==> config.mk <==
export PLATFORM = sky130hd
export DESIGN_NAME = msr_intercept_lookup
export DESIGN_NICKNAME = d
export VERILOG_FILES = /design/src/rtl/msrbm_pkg.sv /design/src/rtl/msr_range_decode.sv /design/src/rtl/msr_bit_pick.sv /design/src/rtl/msr_lookup_fsm.sv /design/src/rtl/msr_intercept_lookup.sv
export SDC_FILE = /design/constraint.sdc
export NUM_CORES = 1
export LEC_CHECK = 0
export BUFFER_PORTS_ARGS = -buffer_cell sky130_fd_sc_hd__buf_2
export CAP_MARGIN = 20
export CORE_UTILIZATION = 52
export CTS_BUF_LIST = sky130_fd_sc_hd__clkbuf_16
export DETAILED_ROUTE_END_ITERATION = 10
export PLACE_DENSITY_LB_ADDON = 0.12
export SETUP_SLACK_MARGIN = 0.15
export SKIP_CTS_REPAIR_TIMING = 1
export SYNTH_ARGS = -nofsm -noshare
export SYNTH_HDL_FRONTEND = slang
export SYNTH_SLANG_ARGS = --single-unit
export TNS_END_PERCENT = 1
==> constraint.sdc <==
create_clock -name clk -period 3.4 [get_ports clk]
set_input_delay 0.34 -clock clk [delete_from_list [all_inputs] [get_ports clk]]
set_output_delay 0.34 -clock clk [all_outputs]
set_load 0.03 [all_outputs]
==> src/rtl/msrbm_pkg.sv <==
package msrbm_pkg;

    localparam int MAP_OFS_W = 12;

    localparam logic [31:0] LOW_LAST   = 32'h0000_1FFF;
    localparam logic [31:0] HIGH_FIRST = 32'hC000_0000;
    localparam logic [31:0] HIGH_LAST  = 32'hC000_1FFF;

    localparam logic [MAP_OFS_W-1:0] HIGH_HALF_OFS  = MAP_OFS_W'(1024);
    localparam logic [MAP_OFS_W-1:0] WRITE_HALF_OFS = MAP_OFS_W'(2048);

    typedef enum logic [1:0] {
        LK_IDLE,
        LK_FETCH,
        LK_WAIT,
        LK_DONE
    } lk_state_e;

    typedef enum logic [1:0] {
        RG_LOW,
        RG_HIGH,
        RG_NONE
    } msr_region_e;

    typedef struct packed {
        msr_region_e           region;
        logic [MAP_OFS_W-1:0]  byte_ofs;
        logic [2:0]            bit_sel;
    } msr_slot_t;

    // Full range membership: no mask tests on the upper bits.
    function automatic msr_region_e region_of(input logic [31:0] idx);
        if (idx <= LOW_LAST)
            return RG_LOW;
        else if ((idx >= HIGH_FIRST) && (idx <= HIGH_LAST))
            return RG_HIGH;
        return RG_NONE;
    endfunction

    function automatic logic [MAP_OFS_W-1:0] slot_offset(input msr_region_e rg,
                                                         input logic [31:0] idx,
                                                         input logic        is_write);
        logic [31:0]          rel;
        logic [MAP_OFS_W-1:0] ofs;
        rel = (rg == RG_HIGH) ? (idx - HIGH_FIRST) : idx;
        ofs = MAP_OFS_W'(rel >> 3);
        if (rg == RG_HIGH)
            ofs = ofs + HIGH_HALF_OFS;
        if (is_write)
            ofs = ofs + WRITE_HALF_OFS;
        return ofs;
    endfunction

endpackage

==> src/rtl/msr_range_decode.sv <==
module msr_range_decode
    import msrbm_pkg::*;
(
    input  logic [31:0] idx,
    input  logic        is_write,
    output msr_slot_t   slot
);

    msr_region_e rg;

    always_comb begin
        rg            = region_of(idx);
        slot.region   = rg;
        slot.byte_ofs = slot_offset(rg, idx, is_write);
        slot.bit_sel  = idx[2:0];
    end

endmodule

==> src/rtl/msr_bit_pick.sv <==
module msr_bit_pick #(
    parameter int BYTE_W = 8,
    localparam int SEL_W = $clog2(BYTE_W)
) (
    input  logic [BYTE_W-1:0] byte_in,
    input  logic [SEL_W-1:0]  sel,
    output logic              bit_out
);

    logic [BYTE_W-1:0] hit;

    for (genvar g = 0; g < BYTE_W; g++) begin : g_lane
        assign hit[g] = byte_in[g] & (sel == SEL_W'(g));
    end

    assign bit_out = |hit;

endmodule

==> src/rtl/msr_lookup_fsm.sv <==
module msr_lookup_fsm
    import msrbm_pkg::*;
#(
    parameter int ADDR_W = 32
) (
    input  logic              clk,
    input  logic              rst,
    input  logic              req_valid,
    input  msr_slot_t         slot_in,
    input  logic [ADDR_W-1:0] base_in,
    input  logic              mem_req_ready,
    input  logic              mem_rsp_valid,
    input  logic              hit_bit,
    output logic [2:0]        bit_sel_q,
    output logic              busy,
    output logic              done,
    output logic              exit_req,
    output logic              mem_req_valid,
    output logic [ADDR_W-1:0] mem_req_addr
);

    lk_state_e            state;
    logic [MAP_OFS_W-1:0] ofs_q;
    logic [ADDR_W-1:0]    base_q;
    logic                 exit_q;

    always_ff @(posedge clk) begin
        if (rst) begin
            state     <= LK_IDLE;
            ofs_q     <= '0;
            base_q    <= '0;
            bit_sel_q <= '0;
            exit_q    <= 1'b0;
        end else begin
            case (state)
                LK_IDLE: begin
                    if (req_valid) begin
                        ofs_q     <= slot_in.byte_ofs;
                        base_q    <= base_in;
                        bit_sel_q <= slot_in.bit_sel;
                        if (slot_in.region == RG_NONE) begin
                            exit_q <= 1'b1;
                            state  <= LK_DONE;
                        end else begin
                            state  <= LK_FETCH;
                        end
                    end
                end
                LK_FETCH: begin
                    if (mem_req_ready)
                        state <= LK_WAIT;
                end
                LK_WAIT: begin
                    if (mem_rsp_valid) begin
                        exit_q <= hit_bit;
                        state  <= LK_DONE;
                    end
                end
                LK_DONE: state <= LK_IDLE;
                default: state <= LK_IDLE;
            endcase
        end
    end

    assign busy          = (state != LK_IDLE);
    assign done          = (state == LK_DONE);
    assign exit_req      = exit_q;
    assign mem_req_valid = (state == LK_FETCH);
    assign mem_req_addr  = base_q + ADDR_W'(ofs_q);

    // request held with a steady address until accepted
    p_req_hold_r7: assert property (@(posedge clk) disable iff (rst)
        (mem_req_valid && !mem_req_ready) |=> (mem_req_valid && $stable(mem_req_addr)))
        else $error("p_req_hold_r7");

    // a response taken while waiting completes the lookup next cycle
    p_rsp_done_r4: assert property (@(posedge clk) disable iff (rst)
        (state == LK_WAIT && mem_rsp_valid) |=> done)
        else $error("p_rsp_done_r4");

    // single-cycle done pulse
    p_done_pulse_r8: assert property (@(posedge clk) disable iff (rst)
        done |=> !done)
        else $error("p_done_pulse_r8");

    // decision moves only alongside done
    p_exit_hold_r8: assert property (@(posedge clk) disable iff (rst)
        !done |-> $stable(exit_req))
        else $error("p_exit_hold_r8");

    // out-of-map index exits next cycle without a fetch
    p_forced_exit_r5: assert property (@(posedge clk) disable iff (rst)
        (state == LK_IDLE && req_valid && slot_in.region == RG_NONE)
            |=> (done && exit_req && !mem_req_valid))
        else $error("p_forced_exit_r5");

    // busy starts only from an offered request
    p_busy_start_r9: assert property (@(posedge clk) disable iff (rst)
        $rose(busy) |-> $past(req_valid))
        else $error("p_busy_start_r9");

endmodule

==> src/rtl/msr_intercept_lookup.sv <==
module msr_intercept_lookup
    import msrbm_pkg::*;
#(
    parameter int ADDR_W = 32
) (
    input  logic              clk,
    input  logic              rst,
    input  logic              req_valid,
    input  logic [31:0]       req_index,
    input  logic              req_write,
    input  logic [ADDR_W-1:0] bitmap_base,
    output logic              busy,
    output logic              done,
    output logic              exit_req,
    output logic              mem_req_valid,
    input  logic              mem_req_ready,
    output logic [ADDR_W-1:0] mem_req_addr,
    input  logic              mem_rsp_valid,
    input  logic [7:0]        mem_rsp_data
);

    msr_slot_t  slot;
    logic [2:0] bit_sel_q;
    logic       hit_bit;

    msr_range_decode u_decode (
        .idx      (req_index),
        .is_write (req_write),
        .slot     (slot)
    );

    msr_bit_pick #(.BYTE_W(8)) u_pick (
        .byte_in (mem_rsp_data),
        .sel     (bit_sel_q),
        .bit_out (hit_bit)
    );

    msr_lookup_fsm #(.ADDR_W(ADDR_W)) u_fsm (
        .clk           (clk),
        .rst           (rst),
        .req_valid     (req_valid),
        .slot_in       (slot),
        .base_in       (bitmap_base),
        .mem_req_ready (mem_req_ready),
        .mem_rsp_valid (mem_rsp_valid),
        .hit_bit       (hit_bit),
        .bit_sel_q     (bit_sel_q),
        .busy          (busy),
        .done          (done),
        .exit_req      (exit_req),
        .mem_req_valid (mem_req_valid),
        .mem_req_addr  (mem_req_addr)
    );

    // quiet outputs right after reset
    p_reset_quiet_r10: assert property (@(posedge clk)
        $past(rst) |-> (!busy && !done && !exit_req && !mem_req_valid))
        else $error("p_reset_quiet_r10");

endmodule

==> impl_metrics.json <==
{
  "fmax_ghz": 0.316,
  "setup_viol": 0,
  "worstMarginPinSlew_ns": 0.961,
  "dpl_cell_area_um2": 3730,
  "core_um2": 5680,
  "cts_sinks": 50,
  "initial_core_util_pct": 55.5,
  "r2r_setup_slack_ns": 1.28,
  "critPathArrivalTime_ns": 2.82,
  "path_max_fanout": 10,
  "nets": 606,
  "num_vias": 3208,
  "routed_wirelength_mm": 8.10,
  "slew_headroom_pct": 35.9,
  "ys_seq_elements": 50,
  "syn_inst": 409,
  "syn_area_um2": 3150,
  "die_area_um2": 6370,
  "cts_made_buffers": 5,
  "clockBufferDepth": 2,
  "layout_common_cells": "buf_2, nand2_1, a21oi_1",
  "cts_max_level": 2,
  "grt-ovfl-total": 0,
  "yosysWarnings": 0,
  "finalMaxSlewViolations": 0,
  "place.gp.congestion": 0.834,
  "grt_use_total_pct": 26.0,
  "crit_type": "reg -> out",
  "period_minus_slack_ns": 3.16,
  "setup_tns_ns": 0,
  "start_kind": "flop",
  "pre_cts_ws_ns": 0.537,
  "drtIter0Drc": 161,
  "detail-route-antenna-nets": 0,
  "p_leak_nw": 1.72,
  "grt_max_degree": 51,
  "fillCellCount": 508,
  "cap_violations": 0,
  "synth_nets": 505,
  "die_h_um": 79.8,
  "async_reset_ff_share_pct": 0,
  "grt_pass1_wl_mm": 13.2,
  "chipWidth_um": 79.8,
  "final_area_um2": 3940,
  "drive_gt1_share_pct": 27.0,
  "fin_ws_ns": 0.237,
  "status": "completed",
  "ios": 114,
  "powerDensity_nw_per_um2": 626,
  "vdd_drop_max_mv": 0.326,
  "io_buffers": 113,
  "rows": 27,
  "skew_ns": 0.00329,
  "synth.yosys.seq_area_share_pct": 31.8,
  "clock_latency_ns": 0.28,
  "hold_class": "in -> reg",
  "tritoncts": "built",
  "clkTransAtPathRegs_ns": 0.07,
  "final_common_cell": "buf_2",
  "num_antenna_cells": 0,
  "avgSynthCellArea_um2": 7.70,
  "wire_per_inst_um": 13.9,
  "hold_viol_final": 0,
  "synth.distinct_cells": 49,
  "min_to": "u_fsm.base_q[12]",
  "end_kind": "output port",
  "synth_edf_count": 0,
  "drtPass1Iterations": 5,
  "min-delay-start": "bitmap_base[12]",
  "reg2reg_depth": 6,
  "required_ns": 3.06,
  "drc": 0,
  "r2r_end": "u_fsm.base_q[30]",
  "rsz0062_at_grt": "true",
  "root_buffer": "clkbuf_16",
  "yosys_most_used_dff": "dfxtp_1",
  "dp_hpwl_mm": 5.82,
  "fin_crit_sh_pct": 93.0,
  "hold_path_depth": 3,
  "worst_r2r_startpoint": "u_fsm.state[0]",
  "area_growth_pct": 25.1,
  "vias_per_cell": 5.50,
  "antenna_found_initial": 0,
  "first_global_vias": 2939
}
-- logic make-up after synthesis --
group	count (synthesis)	synth area share (%)
simple gates	160	22.4
compound gates	108	22.9
flops	50	31.8
buf+inv	38	4.81
xor+xnor	31	8.62
fa+ha+maj	18	7.39
mux	4	2.07
-- cells in the mapped netlist, drive strengths merged (2+ instances only) --
| cell | number | area share, % |
|---|---|---|
| a2111oi | 6 | 2.5 |
| a211oi | 10 | 2.5 |
| a21o | 4 | 0.95 |
| a21oi | 61 | 9.7 |
| a22oi | 2 | 0.48 |
| a311o | 2 | 0.64 |
| a311oi | 2 | 0.56 |
| a32oi | 4 | 1.1 |
| and2 | 3 | 0.60 |
| and4 | 6 | 1.8 |
| buf | 4 | 0.75 |
| clkbuf | 16 | 1.9 |
| dfxtp | 50 | 32 |
| ha | 17 | 6.8 |
| inv | 18 | 2.1 |
| mux2i | 2 | 0.64 |
| mux4 | 2 | 1.4 |
| nand2 | 106 | 13 |
| nand3 | 6 | 0.95 |
| nand4 | 4 | 1.3 |
| nor2 | 20 | 2.4 |
| nor3 | 6 | 0.95 |
| nor4 | 5 | 0.99 |
| o211ai | 2 | 0.48 |
| o21a | 2 | 0.52 |
| o21ai | 5 | 0.79 |
| xnor2 | 20 | 5.6 |
| xor2 | 11 | 3.1 |
-- layout make-up --
type / instances / area (um^2) / share of cell area (%)
inverters: 18 / 67.6 / 1.71
multi-input cells: 321 / 2040 / 51.9
repair buffers: 114 / 573 / 14.5
flip-flops and latches: 50 / 1000 / 25.4
clock inverters: 3 / 40.0 / 1.02
clock buffers: 5 / 125 / 3.18
well taps: 72 / 90.1 / 2.29
-- state kept, by name, indices dropped and copies added, names as in the netlist --
name and count:
u_fsm.bit_sel_q 3, u_fsm.ofs_q 12, u_fsm.state 2, u_fsm.exit_req 1, u_fsm.base_q 32
-- power by group --
part | internal [mW] | switching (mW) | total [mW]
sequential | 0.705 | 0.106 | 0.811
combinational | 0.370 | 0.723 | 1.09
clock | 0.345 | 0.216 | 0.561
-- routing by layer --
layer | track usage [%] | part of all wire (%) | vias to the layer above
met5 | 0 | 0 | -
met4 | 9.82 | 2.2 | 0
met3 | 3.54 | 4.5 | 17
met2 | 45.6 | 48 | 97
met1 | 32.1 | 45 | 1464
li1 | - | - | 1630
-- through the flow --
stage	instances	utilization, %	power [mW]	hold WS (ns)
6_report	583	69.4	2.47	0.285
5_1_grt	583	69.4	2.63	0.277
4_1_cts	583	68.6	2.48	0.283
3_5_place_dp	575	65.7	1.91	0.451
3_3_place_gp	575	65.7	1.89	0.447
2_1_floorplan	409	-	1.62	0.440
-- critical path, cell delays in order (launching register included) --
cell and delay, ns:
dfxtp_1 0.35, ha_1 0.20, inv_1 0.06, fa_1 0.40, nand2b_1 0.21, a211oi_4 0.29, o31ai_4 0.19, a211oi_1 0.36
xor2_1 0.23, buf_2 0.23
-- worst max-delay path by stage --
| stage | from | to | depth (start not counted) |
|---|---|---|---|
| after global routing | u_fsm.base_q[0] | mem_req_addr[26] | 9 |
| after floorplan | u_fsm.base_q[0] | mem_req_addr[26] | 8 |
| after global placement | u_fsm.base_q[0] | mem_req_addr[30] | 9 |
| after CTS | u_fsm.ofs_q[0] | mem_req_addr[26] | 9 |
| final | u_fsm.ofs_q[0] | mem_req_addr[24] | 9 |
| after detailed placement | u_fsm.ofs_q[0] | mem_req_addr[30] | 9 |
Power figures use the tool's default switching activity.
